### config.mk
export PLATFORM = sky130hd
export DESIGN_NAME = i2c_ee_target
export DESIGN_NICKNAME = d
export VERILOG_FILES = /design/src/rtl/i2c_ee_pkg.sv /design/src/rtl/i2c_line_sync.sv /design/src/rtl/i2c_mem_array.sv /design/src/rtl/i2c_page_commit.sv /design/src/rtl/i2c_ee_target.sv
export SDC_FILE = /design/constraint.sdc
export NUM_CORES = 2
export LEC_CHECK = 0
export BUFFER_PORTS_ARGS = -buffer_cell sky130_fd_sc_hd__clkbuf_2
export CAP_MARGIN = 40
export CORE_MARGIN = 2
export CORE_UTILIZATION = 32
export DETAILED_ROUTE_END_ITERATION = 12
export PLACE_DENSITY = 0.54
export RECOVER_POWER = 100
export SYNTH_ARGS = -nofsm -noshare
export SYNTH_HDL_FRONTEND = slang
export SYNTH_SLANG_ARGS = --single-unit
### constraint.sdc
create_clock -name clk -period 5.01 [get_ports clk]
set_clock_uncertainty 0.2 [all_clocks]
set_input_delay 1.002 -clock clk [delete_from_list [all_inputs] [get_ports clk]]
set_output_delay 1.002 -clock clk [all_outputs]
set_load 0.005 [all_outputs]
### src/rtl/i2c_ee_pkg.sv
package i2c_ee_pkg;
  localparam int BYTE_W = 8;
  localparam int CODE_W = 4;
  localparam int SEL_W  = 3;
  localparam logic [CODE_W-1:0] CODE_ARRAY = 4'b1010;
  localparam logic [CODE_W-1:0] CODE_LOCK  = 4'b0110;

  typedef enum logic [2:0] {
    ST_IDLE  = 3'd0,
    ST_CTRL  = 3'd1,
    ST_ADDR  = 3'd2,
    ST_WDATA = 3'd3,
    ST_RDATA = 3'd4,
    ST_SKIP  = 3'd5
  } tgt_state_t;
endpackage

### src/rtl/i2c_line_sync.sv
module i2c_line_sync #(
  parameter int SYNC_STAGES = 2
) (
  input  logic clk,
  input  logic rst,
  input  logic scl_i,
  input  logic sda_i,
  output logic sda_q,
  output logic scl_rise,
  output logic scl_fall,
  output logic start_det,
  output logic stop_det
);
  localparam int MSB = SYNC_STAGES - 1;

  logic [MSB:0] scl_sh, sda_sh;
  logic scl_p, sda_p, scl_q;

  always_ff @(posedge clk) begin
    if (rst) begin
      scl_sh <= '1;
      sda_sh <= '1;
      scl_p  <= 1'b1;
      sda_p  <= 1'b1;
    end else begin
      scl_sh <= {scl_sh[MSB-1:0], scl_i};
      sda_sh <= {sda_sh[MSB-1:0], sda_i};
      scl_p  <= scl_sh[MSB];
      sda_p  <= sda_sh[MSB];
    end
  end

  assign scl_q     = scl_sh[MSB];
  assign sda_q     = sda_sh[MSB];
  assign scl_rise  = scl_q & ~scl_p;
  assign scl_fall  = ~scl_q & scl_p;
  assign start_det = scl_q & scl_p & sda_p & ~sda_q;
  assign stop_det  = scl_q & scl_p & ~sda_p & sda_q;
endmodule

### src/rtl/i2c_mem_array.sv
module i2c_mem_array #(
  parameter int AW = 8,
  parameter int DW = 8
) (
  input  logic          clk,
  input  logic          we,
  input  logic [AW-1:0] waddr,
  input  logic [DW-1:0] wdata,
  input  logic [AW-1:0] raddr,
  output logic [DW-1:0] rdata
);
  localparam int DEPTH = 1 << AW;

  logic [DW-1:0] mem [DEPTH];

  always_ff @(posedge clk) begin
    if (we) mem[waddr] <= wdata;
    rdata <= mem[raddr];
  end
endmodule

### src/rtl/i2c_page_commit.sv
module i2c_page_commit #(
  parameter int AW           = 8,
  parameter int DW           = 8,
  parameter int PW           = 4,
  parameter int WRITE_CYCLES = 512
) (
  input  logic          clk,
  input  logic          rst,
  input  logic          load_en,
  input  logic [PW-1:0] load_idx,
  input  logic [DW-1:0] load_data,
  input  logic [AW-PW-1:0] load_page,
  input  logic          discard,
  input  logic          go,
  input  logic          lock_lo,
  output logic          busy,
  output logic          mem_we,
  output logic [AW-1:0] mem_waddr,
  output logic [DW-1:0] mem_wdata
);
  localparam int PAGE  = 1 << PW;
  localparam int PGA_W = AW - PW;
  localparam int CW    = $clog2(WRITE_CYCLES + 1);

  logic [DW-1:0]    buf_data [PAGE];
  logic [PAGE-1:0]  buf_vld;
  logic [PGA_W-1:0] page_q;
  logic [CW-1:0]    cyc;
  logic [PW-1:0]    cyc_idx;
  logic             in_window, blocked;

  assign cyc_idx   = cyc[PW-1:0];
  assign in_window = cyc < CW'(PAGE);
  assign blocked   = lock_lo & ~page_q[PGA_W-1];

  always_ff @(posedge clk) begin
    if (!busy && !go && load_en) buf_data[load_idx] <= load_data;
  end

  always_ff @(posedge clk) begin
    if (rst) begin
      buf_vld   <= '0;
      page_q    <= '0;
      cyc       <= '0;
      busy      <= 1'b0;
      mem_we    <= 1'b0;
      mem_waddr <= '0;
      mem_wdata <= '0;
    end else begin
      mem_we <= 1'b0;
      if (busy) begin
        if (in_window) begin
          mem_we    <= buf_vld[cyc_idx] & ~blocked;
          mem_waddr <= {page_q, cyc_idx};
          mem_wdata <= buf_data[cyc_idx];
        end
        if (cyc == CW'(WRITE_CYCLES - 1)) begin
          busy    <= 1'b0;
          buf_vld <= '0;
        end
        cyc <= cyc + 1'b1;
      end else if (go) begin
        busy <= 1'b1;
        cyc  <= '0;
      end else begin
        if (discard) buf_vld <= '0;
        if (load_en) begin
          buf_vld[load_idx] <= 1'b1;
          page_q            <= load_page;
        end
      end
    end
  end
endmodule

### src/rtl/i2c_ee_target.sv
module i2c_ee_target
  import i2c_ee_pkg::*;
#(
  parameter int AW           = 8,
  parameter int PW           = 4,
  parameter int WRITE_CYCLES = 512,
  parameter int SYNC_STAGES  = 2
) (
  input  logic             clk,
  input  logic             rst,
  input  logic             scl_i,
  input  logic             sda_i,
  input  logic [SEL_W-1:0] cs_strap,
  output logic             sda_oe
);
  localparam int PGA_W = AW - PW;

  logic sda_q, scl_rise, scl_fall, start_det, stop_det;

  i2c_line_sync #(.SYNC_STAGES(SYNC_STAGES)) u_sync (
    .clk(clk), .rst(rst), .scl_i(scl_i), .sda_i(sda_i),
    .sda_q(sda_q), .scl_rise(scl_rise), .scl_fall(scl_fall),
    .start_det(start_det), .stop_det(stop_det)
  );

  tgt_state_t        state;
  logic [3:0]        bit_cnt;
  logic [BYTE_W-1:0] rx_sr, tx_sr;
  logic [AW-1:0]     ptr;
  logic              lock_mode, lock_set, wr_pend, lock_pend, master_ack;
  logic              buf_load, buf_discard, commit_go;
  logic [PW-1:0]     load_idx;
  logic [BYTE_W-1:0] load_data;
  logic [PGA_W-1:0]  load_page;
  logic              wr_busy, mem_we;
  logic [AW-1:0]     mem_waddr;
  logic [BYTE_W-1:0] mem_wdata, rd_q;

  i2c_page_commit #(.AW(AW), .DW(BYTE_W), .PW(PW), .WRITE_CYCLES(WRITE_CYCLES)) u_commit (
    .clk(clk), .rst(rst), .load_en(buf_load), .load_idx(load_idx),
    .load_data(load_data), .load_page(load_page), .discard(buf_discard),
    .go(commit_go), .lock_lo(lock_set), .busy(wr_busy),
    .mem_we(mem_we), .mem_waddr(mem_waddr), .mem_wdata(mem_wdata)
  );

  i2c_mem_array #(.AW(AW), .DW(BYTE_W)) u_mem (
    .clk(clk), .we(mem_we), .waddr(mem_waddr), .wdata(mem_wdata),
    .raddr(ptr), .rdata(rd_q)
  );

  logic [CODE_W-1:0] rx_code;
  logic [SEL_W-1:0]  rx_sel;
  logic              rx_rd, ctrl_ok;

  assign rx_code = rx_sr[7:4];
  assign rx_sel  = rx_sr[3:1];
  assign rx_rd   = rx_sr[0];
  assign ctrl_ok = !wr_busy && (rx_sel == cs_strap) &&
                   ((rx_code == CODE_ARRAY) ||
                    (rx_code == CODE_LOCK && !rx_rd && !lock_set));

  always_ff @(posedge clk) begin
    if (rst) begin
      state       <= ST_IDLE;
      bit_cnt     <= '0;
      rx_sr       <= '0;
      tx_sr       <= '0;
      ptr         <= '0;
      sda_oe      <= 1'b0;
      lock_mode   <= 1'b0;
      lock_set    <= 1'b0;
      wr_pend     <= 1'b0;
      lock_pend   <= 1'b0;
      master_ack  <= 1'b0;
      buf_load    <= 1'b0;
      buf_discard <= 1'b0;
      commit_go   <= 1'b0;
      load_idx    <= '0;
      load_data   <= '0;
      load_page   <= '0;
    end else begin
      buf_load    <= 1'b0;
      buf_discard <= 1'b0;
      commit_go   <= 1'b0;
      if (start_det) begin
        state       <= ST_CTRL;
        bit_cnt     <= '0;
        sda_oe      <= 1'b0;
        wr_pend     <= 1'b0;
        lock_pend   <= 1'b0;
        buf_discard <= 1'b1;
      end else if (stop_det) begin
        state     <= ST_IDLE;
        bit_cnt   <= '0;
        sda_oe    <= 1'b0;
        commit_go <= wr_pend | lock_pend;
        if (lock_pend) lock_set <= 1'b1;
        wr_pend   <= 1'b0;
        lock_pend <= 1'b0;
      end else begin
        if (scl_rise && state != ST_IDLE && state != ST_SKIP) begin
          if (bit_cnt < 4'd8) rx_sr <= {rx_sr[BYTE_W-2:0], sda_q};
          if (bit_cnt == 4'd8) master_ack <= ~sda_q;
          bit_cnt <= bit_cnt + 1'b1;
        end
        if (scl_fall) begin
          case (state)
            ST_CTRL: begin
              if (bit_cnt == 4'd8) begin
                if (ctrl_ok) begin
                  sda_oe    <= 1'b1;
                  lock_mode <= (rx_code == CODE_LOCK);
                end else begin
                  state <= ST_SKIP;
                end
              end else if (bit_cnt == 4'd9) begin
                bit_cnt <= '0;
                if (rx_rd) begin
                  state  <= ST_RDATA;
                  tx_sr  <= rd_q;
                  sda_oe <= ~rd_q[BYTE_W-1];
                  ptr    <= ptr + 1'b1;
                end else begin
                  state  <= ST_ADDR;
                  sda_oe <= 1'b0;
                end
              end
            end
            ST_ADDR: begin
              if (bit_cnt == 4'd8) begin
                sda_oe <= 1'b1;
                if (!lock_mode) ptr <= rx_sr[AW-1:0];
              end else if (bit_cnt == 4'd9) begin
                sda_oe  <= 1'b0;
                bit_cnt <= '0;
                state   <= ST_WDATA;
              end
            end
            ST_WDATA: begin
              if (bit_cnt == 4'd8) begin
                sda_oe <= 1'b1;
                if (lock_mode) begin
                  lock_pend <= 1'b1;
                end else begin
                  buf_load  <= 1'b1;
                  load_idx  <= ptr[PW-1:0];
                  load_data <= rx_sr;
                  load_page <= ptr[AW-1:PW];
                  ptr       <= {ptr[AW-1:PW], ptr[PW-1:0] + 1'b1};
                  wr_pend   <= 1'b1;
                end
              end else if (bit_cnt == 4'd9) begin
                sda_oe  <= 1'b0;
                bit_cnt <= '0;
              end
            end
            ST_RDATA: begin
              if (bit_cnt >= 4'd1 && bit_cnt <= 4'd7) begin
                sda_oe <= ~tx_sr[BYTE_W-2];
                tx_sr  <= {tx_sr[BYTE_W-2:0], 1'b0};
              end else if (bit_cnt == 4'd8) begin
                sda_oe <= 1'b0;
              end else if (bit_cnt == 4'd9) begin
                bit_cnt <= '0;
                if (master_ack) begin
                  tx_sr  <= rd_q;
                  sda_oe <= ~rd_q[BYTE_W-1];
                  ptr    <= ptr + 1'b1;
                end else begin
                  state <= ST_SKIP;
                end
              end
            end
            default: ;
          endcase
        end
      end
    end
  end
endmodule

==> summary.md <==
| Metric | Value |
|---|---|
| Status | `finished, violations left` |
| Failing checks | `max-capacitance violations, max-slew violations` |
| Synth-to-layout area growth | `14.8%` |
| Final Setup Violations | `0` |
| WHS | `0.149 ns` |
| Gr ovfl total | `0` |
| Area contributors post-synth | `edfxtp_1 73%, mux4_2 12%, mux2i_1 2.7%` |
| Cell variety after synth | `72` |
| Deepest level of the CTS H-tree | `4` |
| CP max FO | `34` |
| Fmax | `218 MHz` |
| Synthesized Nets | `4610` |
| CTS Buf Count | `230` |
| #FFs+latches synth | `approximately 2300` |
| Cell taking the most area after synthesis | `edfxtp_1` |
| Seq/Total Area, Yosys | `75.6%` |
| RD Place Congestion | `0.878` |
| Die height | `around 530 um` |
| Post-route cell area | `0.103 mm2` |
| Data required time at the worst endpoint | `5.57 ns` |
| Residual DRC | `0` |
| Post-synth top area share | `73.0%` |
| Global-route wire length before repair | `357000 um` |
| Final Slew Violations | `1665` |
| Fin crit share | `91.4%` |
| Max-cap violations | `25` |
| Post-CTS resize count | `0` |
| Setup_tns | `0 ns` |
| Vias in the first global route | `46700` |
| FILL cells | `25900` |
| Worst r2r path cells | `8` |
| Primary FF master, synth | `edfxtp_1` |
| CTS tree | `built` |
| Hold path cells | `2` |
| Worst-Skew Late Latency | `between 0.8 and 0.9 ns` |
| Clk buf depth | `3` |
| RSZ-0062 raised after global routing | `no` |
| Die W | `533 um` |
| Worst Hold Class | `in -> reg` |
| Worst-Margin Slew | `3.04 ns` |
| Reg-to-Reg Start | `ptr[1]$_SDFFE_PP0P_` |
| Syn Area/Cell | `19.5 um2` |
| Routed wire length | `approximately 250000 um` |
| DR iter-0 viols | `5736` |
| Hold path start | `sda_i` |
| Final nets | `between 4000 and 5000` |
| Leakage | `31.1 nW` |
| # hold bufs at CTS | `0` |
| Relative slew slack | `-102%` |
| VDD IR-drop max | `0.000336 V` |
| Dpl hpwl | `~160000 um` |
| Cell Area, Placed | `0.0962 mm2` |
| Layout cells sized above 1 | `19.6%` |
| Reg-to-reg slack, setup | `0.43 ns` |
| Avg WL per Cell | `about 28 um` |
| Routed Antenna Nets | `0` |
| Power Dens Cells | `370 mW/mm2` |
| Clock Sinks | `2293` |
| Via density | `5.34` |
| Core ar. | `0.279 mm2` |
| GRT Total Usage | `17.3%` |
| Clock transition at path regs | `0.06 ns` |
| Startpoint types | `flop` |
| Post-synthesis cell area | `0.0895 mm2` |
| Synth warn | `0` |
| Number of I/O port buffers | `7` |
| Final Hold Viols | `0` |
| Post-synth EDFFs | `2176` |
| Root buffer cell | `clkbuf_16` |
| Synth Instances | `4597` |
| Postcts setup bufs | `0` |
| Cell row count | `roughly 190` |
| FF-to-FF End | `u_mem.rdata[1]$_DFF_P_` |
| FFs w/ async S/R, synth | `0%` |
| Starting density of the core | `~32%` |
| Initial antenna violation count | `11` |
| Die ar. | `0.284 mm2` |
| Pre-Repair DR Iteration Count | `8` |
| Worst hold endpoint | `u_sync.sda_sh[0]$_SDFF_PP1_` |
| Min cycle time layout | `4.58 ns` |
| CP arrival | `5.13 ns` |
| CP Class | `reg -> reg` |
| Largest net degree at the start of global routing | `between 150 and 200` |
| I/O pins | `8` |
| CP Capture Type | `flop` |
| DR vias | `approximately 47000` |
[metal layers]
| metal | vias to the layer above | GRT usage, % | part of all wire, % | routed length (um) |
|---|---|---|---|---|
| met5 | - | 0 | 0.0091 | 23 |
| met4 | 4 | 4.67 | 2.8 | 6970 |
| met3 | 374 | 2.97 | 7.5 | 18900 |
| met2 | 1978 | 27.5 | 47 | 119000 |
| met1 | 25500 | 24.7 | 43 | 107000 |
| li1 | 19500 | - | - | - |
[cells in the mapped netlist (7+ instances only)]
library cell  count
a211oi_1         21
a21oi_1         123
a221o_1          30
a221oi_1         47
a22o_1           10
a22oi_1          55
a311oi_1         11
a31oi_1          10
and3_1            7
buf_1            24
buf_2            39
buf_4            28
buf_6            33
clkbuf_1        163
dfxtp_1         117
edfxtp_1       2176
inv_1            16
mux2i_1         243
mux4_2          479
nand2_1         161
nand2b_1         16
nand3_1          57
nand4_1          20
nor2_1          385
nor2b_1          26
nor3_1           36
nor4_1           13
o2111ai_1        11
o211ai_1         10
o21ai_0          60
o22ai_1          26
o31ai_1          27
or2_2            12
[registers in the layout (all words and copies together), names as in the netlist, 10 cells and up]
signal	cells
u_commit.cyc	10
u_commit.buf_data	128
u_commit.buf_vld	16
u_mem.mem	2048
[layout by cell type (no fill, tap or decap), types with 15 or more instances in the layout]
cell type,count
clkbuf_1,269
nor2_1,382
edfxtp_1,2176
o22ai_1,26
inv_1,15
nor2b_1,21
a211oi_1,21
bufinv_16,22
a221oi_1,47
clkinv_2,38
nand2_1,161
buf_4,98
nor3_1,33
dfxtp_1,112
nand4_1,20
nand3_1,55
mux2i_1,243
nand2b_1,16
clkinv_1,73
a21oi_1,123
clkbuf_16,230
mux4_2,479
o21ai_0,60
buf_12,21
o31ai_1,27
a22oi_1,55
a221o_1,30
[stage by stage]
stage | power [mW] | setup WS [ns] | std cells | util (%)
after global placement | 21.3 | 0.702 | 8286 | 34.1
after floorplan | 21.2 | 0.557 | 4597 | -
after global routing | 39.1 | 0.376 | 8855 | 36.9
after CTS | 38.3 | 0.770 | 8847 | 37.2
after detailed placement | 21.3 | 0.772 | 8414 | 34.5
final | 38.0 | 0.432 | 8858 | 36.9
[critical path: stages, from the launching register on]
cell	delay, ns
dfxtp_2	1.24
and2_2	0.83
buf_4	0.36
a22oi_1	0.13
o211ai_1	0.11
o2111ai_1	0.30
a21oi_1	0.58
nand3_1	0.41
o221a_2	0.24
[cell type report]
type | count | area [um2] | share of cell area, %
Antenna cell | 4 | 10.0 | 0.00974
Multi-Input combinational cell | 1997 | 20300 | 19.7
Timing Repair Buffer | 389 | 2440 | 2.37
Clock buffer | 271 | 5960 | 5.80
Sequential cell | 2293 | 67700 | 65.9
Clock inverter | 162 | 1600 | 1.56
Inverter | 18 | 72.6 | 0.0707
Tap cell | 3724 | 4660 | 4.54
[cell families (layout without fill, tap and decap cells)]
kind of cell / count (synthesis) / in the layout / synth area share [%]
multiplexers: 728 / 728 / 14.9
adder cells (fa/ha/maj): 6 / 6 / 0.0839
XOR/XNOR: 12 / 12 / 0.117
AND/OR/NAND/NOR: 764 / 764 / 3.73
other: 0 / 4 / 0
AO/OA/AOI/OAI: 487 / 487 / 3.80
buffers and inverters: 307 / 840 / 1.77
flip-flops: 2293 / 2293 / 75.6
[worst max path at each step]
stage                                            start                                 to  slack, ns  cells past startpoint
floorplan           u_commit.mem_wdata[0]$_SDFFE_PP0P_          u_mem.mem[0][0]$_DFFE_PP_       0.56                      0
global placement                   ptr[0]$_SDFFE_PP0P_             u_mem.rdata[2]$_DFF_P_       0.70                      6
detailed placement                 ptr[0]$_SDFFE_PP0P_             u_mem.rdata[2]$_DFF_P_       0.77                      6
CTS                                ptr[0]$_SDFFE_PP0P_             u_mem.rdata[2]$_DFF_P_       0.77                      6
global route              u_commit.cyc[1]$_SDFFE_PP0P_  u_commit.buf_vld[11]$_SDFFE_PP0P_       0.38                      7
finish                             ptr[1]$_SDFFE_PP0P_             u_mem.rdata[1]$_DFF_P_       0.43                      8
[where the power goes]
part | internal [mW] | switching [mW] | total (mW)
registers | 20.6 | 0.00904 | 20.7
logic | 0.0972 | 0.125 | 0.222
clock network | 9.67 | 7.48 | 17.2
total | 30.4 | 7.62 | 38.0
Note: power is estimated with default switching activity, not from simulation.
